$ cat config.mk
export PLATFORM = sky130hd
export DESIGN_NAME = sdm_decim
export DESIGN_NICKNAME = d
export VERILOG_FILES = /design/src/rtl/sdm_pkg.sv /design/src/rtl/sdm_front.sv /design/src/rtl/sdm_frame.sv /design/src/rtl/sdm_chan.sv /design/src/rtl/sdm_decim.sv
export SDC_FILE = /design/constraint.sdc
export NUM_CORES = 2
export LEC_CHECK = 0
export BUFFER_PORTS_ARGS = -buffer_cell sky130_fd_sc_hd__buf_4
export CORE_MARGIN = 5
export CORE_UTILIZATION = 40
export DETAILED_ROUTE_END_ITERATION = 8
export GPL_ROUTABILITY_DRIVEN = 0
export PLACE_DENSITY = 0.67
export SLEW_MARGIN = 20
export SYNTH_ARGS = -nofsm -noshare
export SYNTH_HDL_FRONTEND = slang
export SYNTH_HIERARCHICAL = 1
export SYNTH_SLANG_ARGS = --single-unit
$ cat constraint.sdc
create_clock -name clk -period 13.8 [get_ports clk]
set_input_delay 0.69 -clock clk [delete_from_list [all_inputs] [get_ports clk]]
set_output_delay 0.69 -clock clk [all_outputs]
set_load 0.05 [all_outputs]
$ cat src/rtl/sdm_pkg.sv
package sdm_pkg;

    // Deepest supported cascade of integrators and combs.
    localparam int ORDER_MAX = 3;

    // Order code 0 falls back to a single stage.
    function automatic logic [1:0] order_decode(input logic [1:0] code);
        return (code == 2'd0) ? 2'd1 : code;
    endfunction

endpackage

$ cat src/rtl/sdm_front.sv
module sdm_front #(
    parameter int NCH          = 3,
    parameter int STALL_CYCLES = 64
) (
    input  logic           clk,
    input  logic           rst_n,
    input  logic           mclk_i,
    input  logic [NCH-1:0] mdat_i,
    input  logic           emit_i,
    output logic           tick_o,
    output logic [NCH-1:0] bit_o,
    output logic           stall_o
);
    localparam int              WD_W   = $clog2(STALL_CYCLES + 1);
    localparam logic [WD_W-1:0] WD_LIM = WD_W'(STALL_CYCLES);

    typedef struct packed {
        logic [2:0]      mck;   // [0] first stage, [2] edge reference
        logic [NCH-1:0]  d1;
        logic [NCH-1:0]  d2;
        logic [WD_W-1:0] wd;
        logic            stall;
    } front_t;

    front_t s_d, s_q;

    always_comb begin
        s_d     = s_q;
        s_d.mck = {s_q.mck[1:0], mclk_i};
        s_d.d1  = mdat_i;
        s_d.d2  = s_q.d1;
        tick_o  = s_q.mck[1] & ~s_q.mck[2];
        if (tick_o) begin
            s_d.wd = '0;
        end else if (s_q.wd != WD_LIM) begin
            s_d.wd = s_q.wd + 1'b1;
        end
        if (emit_i) begin
            s_d.stall = 1'b0;
        end else if (s_d.wd == WD_LIM) begin
            s_d.stall = 1'b1;
        end
    end

    always_ff @(posedge clk) begin
        if (!rst_n) s_q <= '0;
        else        s_q <= s_d;
    end

    assign bit_o   = s_q.d2;
    assign stall_o = s_q.stall;


    stall_after_quiet_chk: assert property (@(posedge clk) disable iff (!rst_n)
        $rose(stall_o) |-> $past(!tick_o));

endmodule

$ cat src/rtl/sdm_frame.sv
module sdm_frame
    import sdm_pkg::*;
#(
    parameter int LOG2_OSR_MIN = 4,
    parameter int LOG2_OSR_MAX = 8,
    parameter int OSR_SEL_W    = 3,
    parameter int LR_W         = 4
) (
    input  logic                 clk,
    input  logic                 rst_n,
    input  logic                 tick_i,
    input  logic [OSR_SEL_W-1:0] osr_sel_i,
    input  logic [1:0]           order_i,
    output logic                 clr_o,
    output logic                 win_end_o,
    output logic                 emit_o,
    output logic                 valid_o,
    output logic [1:0]           order_o,
    output logic [LR_W-1:0]      log2r_o
);
    localparam int FC_W    = LOG2_OSR_MAX;
    localparam int SEL_CAP = LOG2_OSR_MAX - LOG2_OSR_MIN;

    typedef struct packed {
        logic            armed;
        logic [1:0]      ord;
        logic [LR_W-1:0] lr;
        logic [FC_W-1:0] fcnt;
        logic [1:0]      warm;
        logic            valid;
    } frame_t;

    frame_t s_d, s_q;
    logic [1:0]      ord_n;
    logic [LR_W-1:0] lr_n;
    logic [FC_W-1:0] osr_m1;
    logic            last;

    always_comb begin
        ord_n = order_decode(order_i);
        if (int'(osr_sel_i) > SEL_CAP) lr_n = LR_W'(LOG2_OSR_MAX);
        else                           lr_n = LR_W'(LOG2_OSR_MIN + int'(osr_sel_i));
        osr_m1    = FC_W'((32'd1 << s_q.lr) - 32'd1);
        last      = (s_q.fcnt == osr_m1);
        clr_o     = !s_q.armed || (ord_n != s_q.ord) || (lr_n != s_q.lr);
        win_end_o = tick_i && !clr_o && last;
        emit_o    = win_end_o && (s_q.warm == 2'd0);

        s_d       = s_q;
        s_d.valid = emit_o;
        if (clr_o) begin
            s_d.armed = 1'b1;
            s_d.ord   = ord_n;
            s_d.lr    = lr_n;
            s_d.fcnt  = '0;
            s_d.warm  = ord_n;
        end else if (tick_i) begin
            s_d.fcnt = last ? '0 : s_q.fcnt + 1'b1;
            if (win_end_o && s_q.warm != 2'd0) s_d.warm = s_q.warm - 2'd1;
        end
    end

    always_ff @(posedge clk) begin
        if (!rst_n) s_q <= '0;
        else        s_q <= s_d;
    end

    assign valid_o = s_q.valid;
    assign order_o = s_q.ord;
    assign log2r_o = s_q.lr;


    valid_pulse_chk: assert property (@(posedge clk) disable iff (!rst_n)
        valid_o |=> !valid_o);


    no_early_emit_chk: assert property (@(posedge clk) disable iff (!rst_n)
        clr_o |=> !emit_o);

endmodule

$ cat src/rtl/sdm_chan.sv
module sdm_chan
    import sdm_pkg::*;
#(
    parameter int W     = 26,
    parameter int SAT_W = 12,
    parameter int LR_W  = 4
) (
    input  logic             clk,
    input  logic             rst_n,
    input  logic             clr_i,
    input  logic             tick_i,
    input  logic             bit_i,
    input  logic             win_end_i,
    input  logic             emit_i,
    input  logic [1:0]       order_i,
    input  logic [LR_W-1:0]  log2r_i,
    input  logic [SAT_W-1:0] sat_limit_i,
    output logic [W-1:0]     sample_o,
    output logic             sat_o
);
    typedef struct packed {
        logic [ORDER_MAX-1:0][W-1:0] integ;
        logic [ORDER_MAX-1:0][W-1:0] dly;
        logic [W-1:0]                smp;
        logic [SAT_W-1:0]            run;
        logic                        prev;
        logic                        sticky;
        logic                        sat;
    } chan_t;

    chan_t s_d, s_q;
    logic [ORDER_MAX-1:0][W-1:0] acc;
    logic [ORDER_MAX-1:0][W-1:0] dly_n;
    logic [W-1:0]                xin, cval, yv;
    logic [SAT_W-1:0]            run_n;
    logic                        hit;
    logic signed [W:0]           lim;

    always_comb begin
        xin    = bit_i ? W'(1) : '1;
        acc[0] = s_q.integ[0] + xin;
        for (int s = 1; s < ORDER_MAX; s++) begin
            acc[s] = s_q.integ[s] + acc[s-1];
        end
        cval = acc[0];
        for (int s = 1; s < ORDER_MAX; s++) begin
            if (s == int'(order_i) - 1) cval = acc[s];
        end
        dly_n = s_q.dly;
        for (int s = 0; s < ORDER_MAX; s++) begin
            if (s < int'(order_i)) begin
                dly_n[s] = cval;
                cval     = cval - s_q.dly[s];
            end
        end
        yv  = cval;
        lim = $signed((W+1)'(1) << (int'(order_i) * int'(log2r_i)));

        if (s_q.run != '0 && bit_i == s_q.prev) begin
            run_n = (s_q.run == '1) ? s_q.run : s_q.run + 1'b1;
        end else begin
            run_n = SAT_W'(1);
        end
        hit = (sat_limit_i != '0) && (run_n >= sat_limit_i);

        s_d = s_q;
        if (clr_i) begin
            s_d.integ  = '0;
            s_d.dly    = '0;
            s_d.run    = '0;
            s_d.prev   = 1'b0;
            s_d.sticky = 1'b0;
        end else if (tick_i) begin
            s_d.integ  = acc;
            s_d.run    = run_n;
            s_d.prev   = bit_i;
            s_d.sticky = s_q.sticky | hit;
            if (win_end_i) s_d.dly = dly_n;
            if (emit_i) begin
                s_d.smp    = yv;
                s_d.sat    = s_q.sticky | hit;
                s_d.sticky = 1'b0;
            end
        end
    end

    always_ff @(posedge clk) begin
        if (!rst_n) s_q <= '0;
        else        s_q <= s_d;
    end

    assign sample_o = s_q.smp;
    assign sat_o    = s_q.sat;


    full_scale_bound_chk: assert property (@(posedge clk) disable iff (!rst_n)
        emit_i |-> ($signed({yv[W-1], yv}) <= lim && $signed({yv[W-1], yv}) >= -lim));

endmodule

$ cat src/rtl/sdm_decim.sv
module sdm_decim
    import sdm_pkg::*;
#(
    parameter int NCH          = 3,
    parameter int LOG2_OSR_MIN = 4,
    parameter int LOG2_OSR_MAX = 8,
    parameter int SAT_W        = 12,
    parameter int STALL_CYCLES = 64,
    parameter int OSR_SEL_W    = $clog2(LOG2_OSR_MAX - LOG2_OSR_MIN + 1),
    parameter int W            = 2 + sdm_pkg::ORDER_MAX * LOG2_OSR_MAX
) (
    input  logic                 clk,
    input  logic                 rst_n,
    input  logic                 mclk_i,
    input  logic [NCH-1:0]       mdat_i,
    input  logic [OSR_SEL_W-1:0] osr_sel_i,
    input  logic [1:0]           order_i,
    input  logic [SAT_W-1:0]     sat_limit_i,
    output logic [NCH*W-1:0]     sample_o,
    output logic                 valid_o,
    output logic [NCH-1:0]       sat_o,
    output logic                 stall_o
);
    localparam int LR_W = $clog2(LOG2_OSR_MAX + 1);

    logic                      tick, clr, win_end, emit;
    logic [NCH-1:0]            bits;
    logic [1:0]                ord;
    logic [LR_W-1:0]           lr;
    logic [NCH-1:0][W-1:0]     smp_w;

    sdm_front #(.NCH(NCH), .STALL_CYCLES(STALL_CYCLES)) front_i (
        .clk(clk), .rst_n(rst_n), .mclk_i(mclk_i), .mdat_i(mdat_i),
        .emit_i(emit), .tick_o(tick), .bit_o(bits), .stall_o(stall_o)
    );

    sdm_frame #(
        .LOG2_OSR_MIN(LOG2_OSR_MIN), .LOG2_OSR_MAX(LOG2_OSR_MAX),
        .OSR_SEL_W(OSR_SEL_W), .LR_W(LR_W)
    ) frame_i (
        .clk(clk), .rst_n(rst_n), .tick_i(tick), .osr_sel_i(osr_sel_i),
        .order_i(order_i), .clr_o(clr), .win_end_o(win_end), .emit_o(emit),
        .valid_o(valid_o), .order_o(ord), .log2r_o(lr)
    );

    for (genvar c = 0; c < NCH; c++) begin : g_chan
        sdm_chan #(.W(W), .SAT_W(SAT_W), .LR_W(LR_W)) chan_i (
            .clk(clk), .rst_n(rst_n), .clr_i(clr), .tick_i(tick),
            .bit_i(bits[c]), .win_end_i(win_end), .emit_i(emit),
            .order_i(ord), .log2r_i(lr), .sat_limit_i(sat_limit_i),
            .sample_o(smp_w[c]), .sat_o(sat_o[c])
        );
    end

    assign sample_o = smp_w;


    hold_between_strobes_chk: assert property (@(posedge clk) disable iff (!rst_n)
        !valid_o |-> ($stable(sample_o) && $stable(sat_o)));

endmodule

==> impl_metrics.ini <==
[run_status]
outcome = finished clean

[clock_tree]
cts_max_level = 3
cts_buffers = 79
root_buffer = clkbuf_16
postCtsSetupBuffers = 0
insertion_delay_ns = 0.69
clk_path_buf_depth = 3
cts_tree = done
path_clk_slew_ns = 0.06
cts_resized = 0
hold_buffers = 0
clock_sinks = 626

[sta]
tightest_slew_ns = 1.09
clock-skew-final_ns = 0.0397
fin_crit_sh_pct = 86.2
slew_violations = 0
max_clock_freq_mhz = 84.1
hold_violations = 0
finalSetupViolations = 0
tns_ns = 0
min_period_ns = 11.89
rsz0062_at_grt = false
slew_headroom_pct = 27.3

[placement]
dp_hpwl_um = 105000
dp_cells = 8242
portBuffers = 105

[routing]
wl_per_cell_um = 17.1
firstDrtPassIters = 6
drtIter0Drc = 3630
vias = 46800
drc_errors = 0
wl_um = 143000
antenna_left = 0
routed_via_density = 5.59

[floorplanning]
rows = 132
ios = 106
fp.dieArea_sq_um = 137000
die_w_um = 370
initial_core_util_pct = 40.2
core_area_sq_um = 129000
die_h_um = 370

[worst_setup_path]
required_ns = 14.40
crit_slowest_cell = fa_1
crit_type = reg2reg
worstPathMaxFanout = 25
crit_top_cell = a21oi_1
start_kind = flip-flop
cp-end-kind = flip-flop
max_stage_delay_ns = 0.49
crit_arrival_ns = 12.49

[run]
drv_cap = 0

[yosys]
syn_nets = 7246
yosys_warnings = 6
synth_cells = 6702
synth_area_sq_um = 51900
synth_area_per_cell_sq_um = 7.74

[grt]
grt_antenna_before_repair = 5
overflow = 0
grt_pass1_wl_um = 229000
grt_pass1_vias = 44000
grt_max_degree = 73
track_usage_pct = 20.0

[final_layout]
layoutNonFillerInstCount = 8381
utilization_pct = 43.5
final_cell_mix = 762 x nor2_1, 624 x dfxtp_1, 577 x a21oi_1
n_fill_cell = 12900
mostFrequentLayoutCell = nor2_1
multi_input_area_sq_um = 35900
regArea_sq_um = 12500
drive_gt1_share_pct = 6.64
area_delta_synth_final_pct = 8.44
nets = 7126

[hold_path]
hold_class = in2reg

[power]
power.density_nw_per_um2 = 89.4
peakVddDrop_v = 0.0000886
finalPower_mw = 5.03
p_leak_nw = 22.5
-- worst paths after layout --
kind                                                  start                                         end  slack, ns  depth (start not counted)
worst max-delay path            front_i/bit_o[1]$_SDFF_PN0_  g_chan[1].chan_i/sample_o[25]$_SDFFE_PN0P_       1.91                         54
worst min-delay path                           osr_sel_i[2]             frame_i/log2r_o[2]$_SDFFE_PN0P_       0.20                          2
worst max register to register  front_i/bit_o[1]$_SDFF_PN0_  g_chan[1].chan_i/sample_o[25]$_SDFFE_PN0P_       1.91                         54
worst min register to register    front_i/s_d[9]$_SDFF_PN0_                 front_i/bit_o[1]$_SDFF_PN0_       0.43                          1
-- per-stage QoR --
stage | instance area [sq um] | setup WS [ns] | hold WS (ns)
after detailed placement | 53600 | 2.00 | 0.423
after global routing | 56200 | 0.873 | 0.181
after floorplan | 51900 | 3.38 | 0.412
after CTS | 56200 | 1.97 | 0.139
final | 56200 | 1.91 | 0.196
after global placement | 53600 | 2.26 | 0.415
-- state kept, by name, indices dropped and copies added, names as in the netlist --
signal / count
g_chan.chan_i/sample_o: 78
g_chan.chan_i/s_q: 510
frame_i/order_o: 2
front_i/s_d: 5
frame_i/log2r_o: 4
g_chan.chan_i/sat_o: 3
front_i/s_q: 8
front_i/stall_o: 1
frame_i/s_q: 11
front_i/bit_o: 3
frame_i/valid_o: 1
-- worst max-delay path: cells and delay by family, from the launching register on --
kind            cells  cell delay [ns]
fa+ha+maj           6             2.32
simple gates       10             1.52
mux                 1             0.24
compound gates     29             5.63
flops               1             0.47
buf+inv             2             0.32
xor+xnor            6             1.29
-- metal layers --
layer  wire length, um  up-vias  GRT usage, %
li1                  -    23500             -
met1             67600    22100          26.9
met2             65800      996          33.9
met3              6480      194          2.34
met4              3410        0          5.87
met5                 0        -             0
-- cell type report --
cell class / count / area share [%]
clock buffer: 111 / 4.14
multi-input combinational: 5238 / 63.8
timing repair buffer: 170 / 2.28
tap: 1742 / 3.88
inverter: 467 / 3.13
sequential: 626 / 22.3
clock inverter: 26 / 0.478
antenna: 1 / 0.00445
-- power breakdown --
part	internal, mW	switching [mW]
combinational	0.435	0.665
clock	1.24	0.870
sequential	1.81	0.00915
Power figures use the tool's default switching activity.
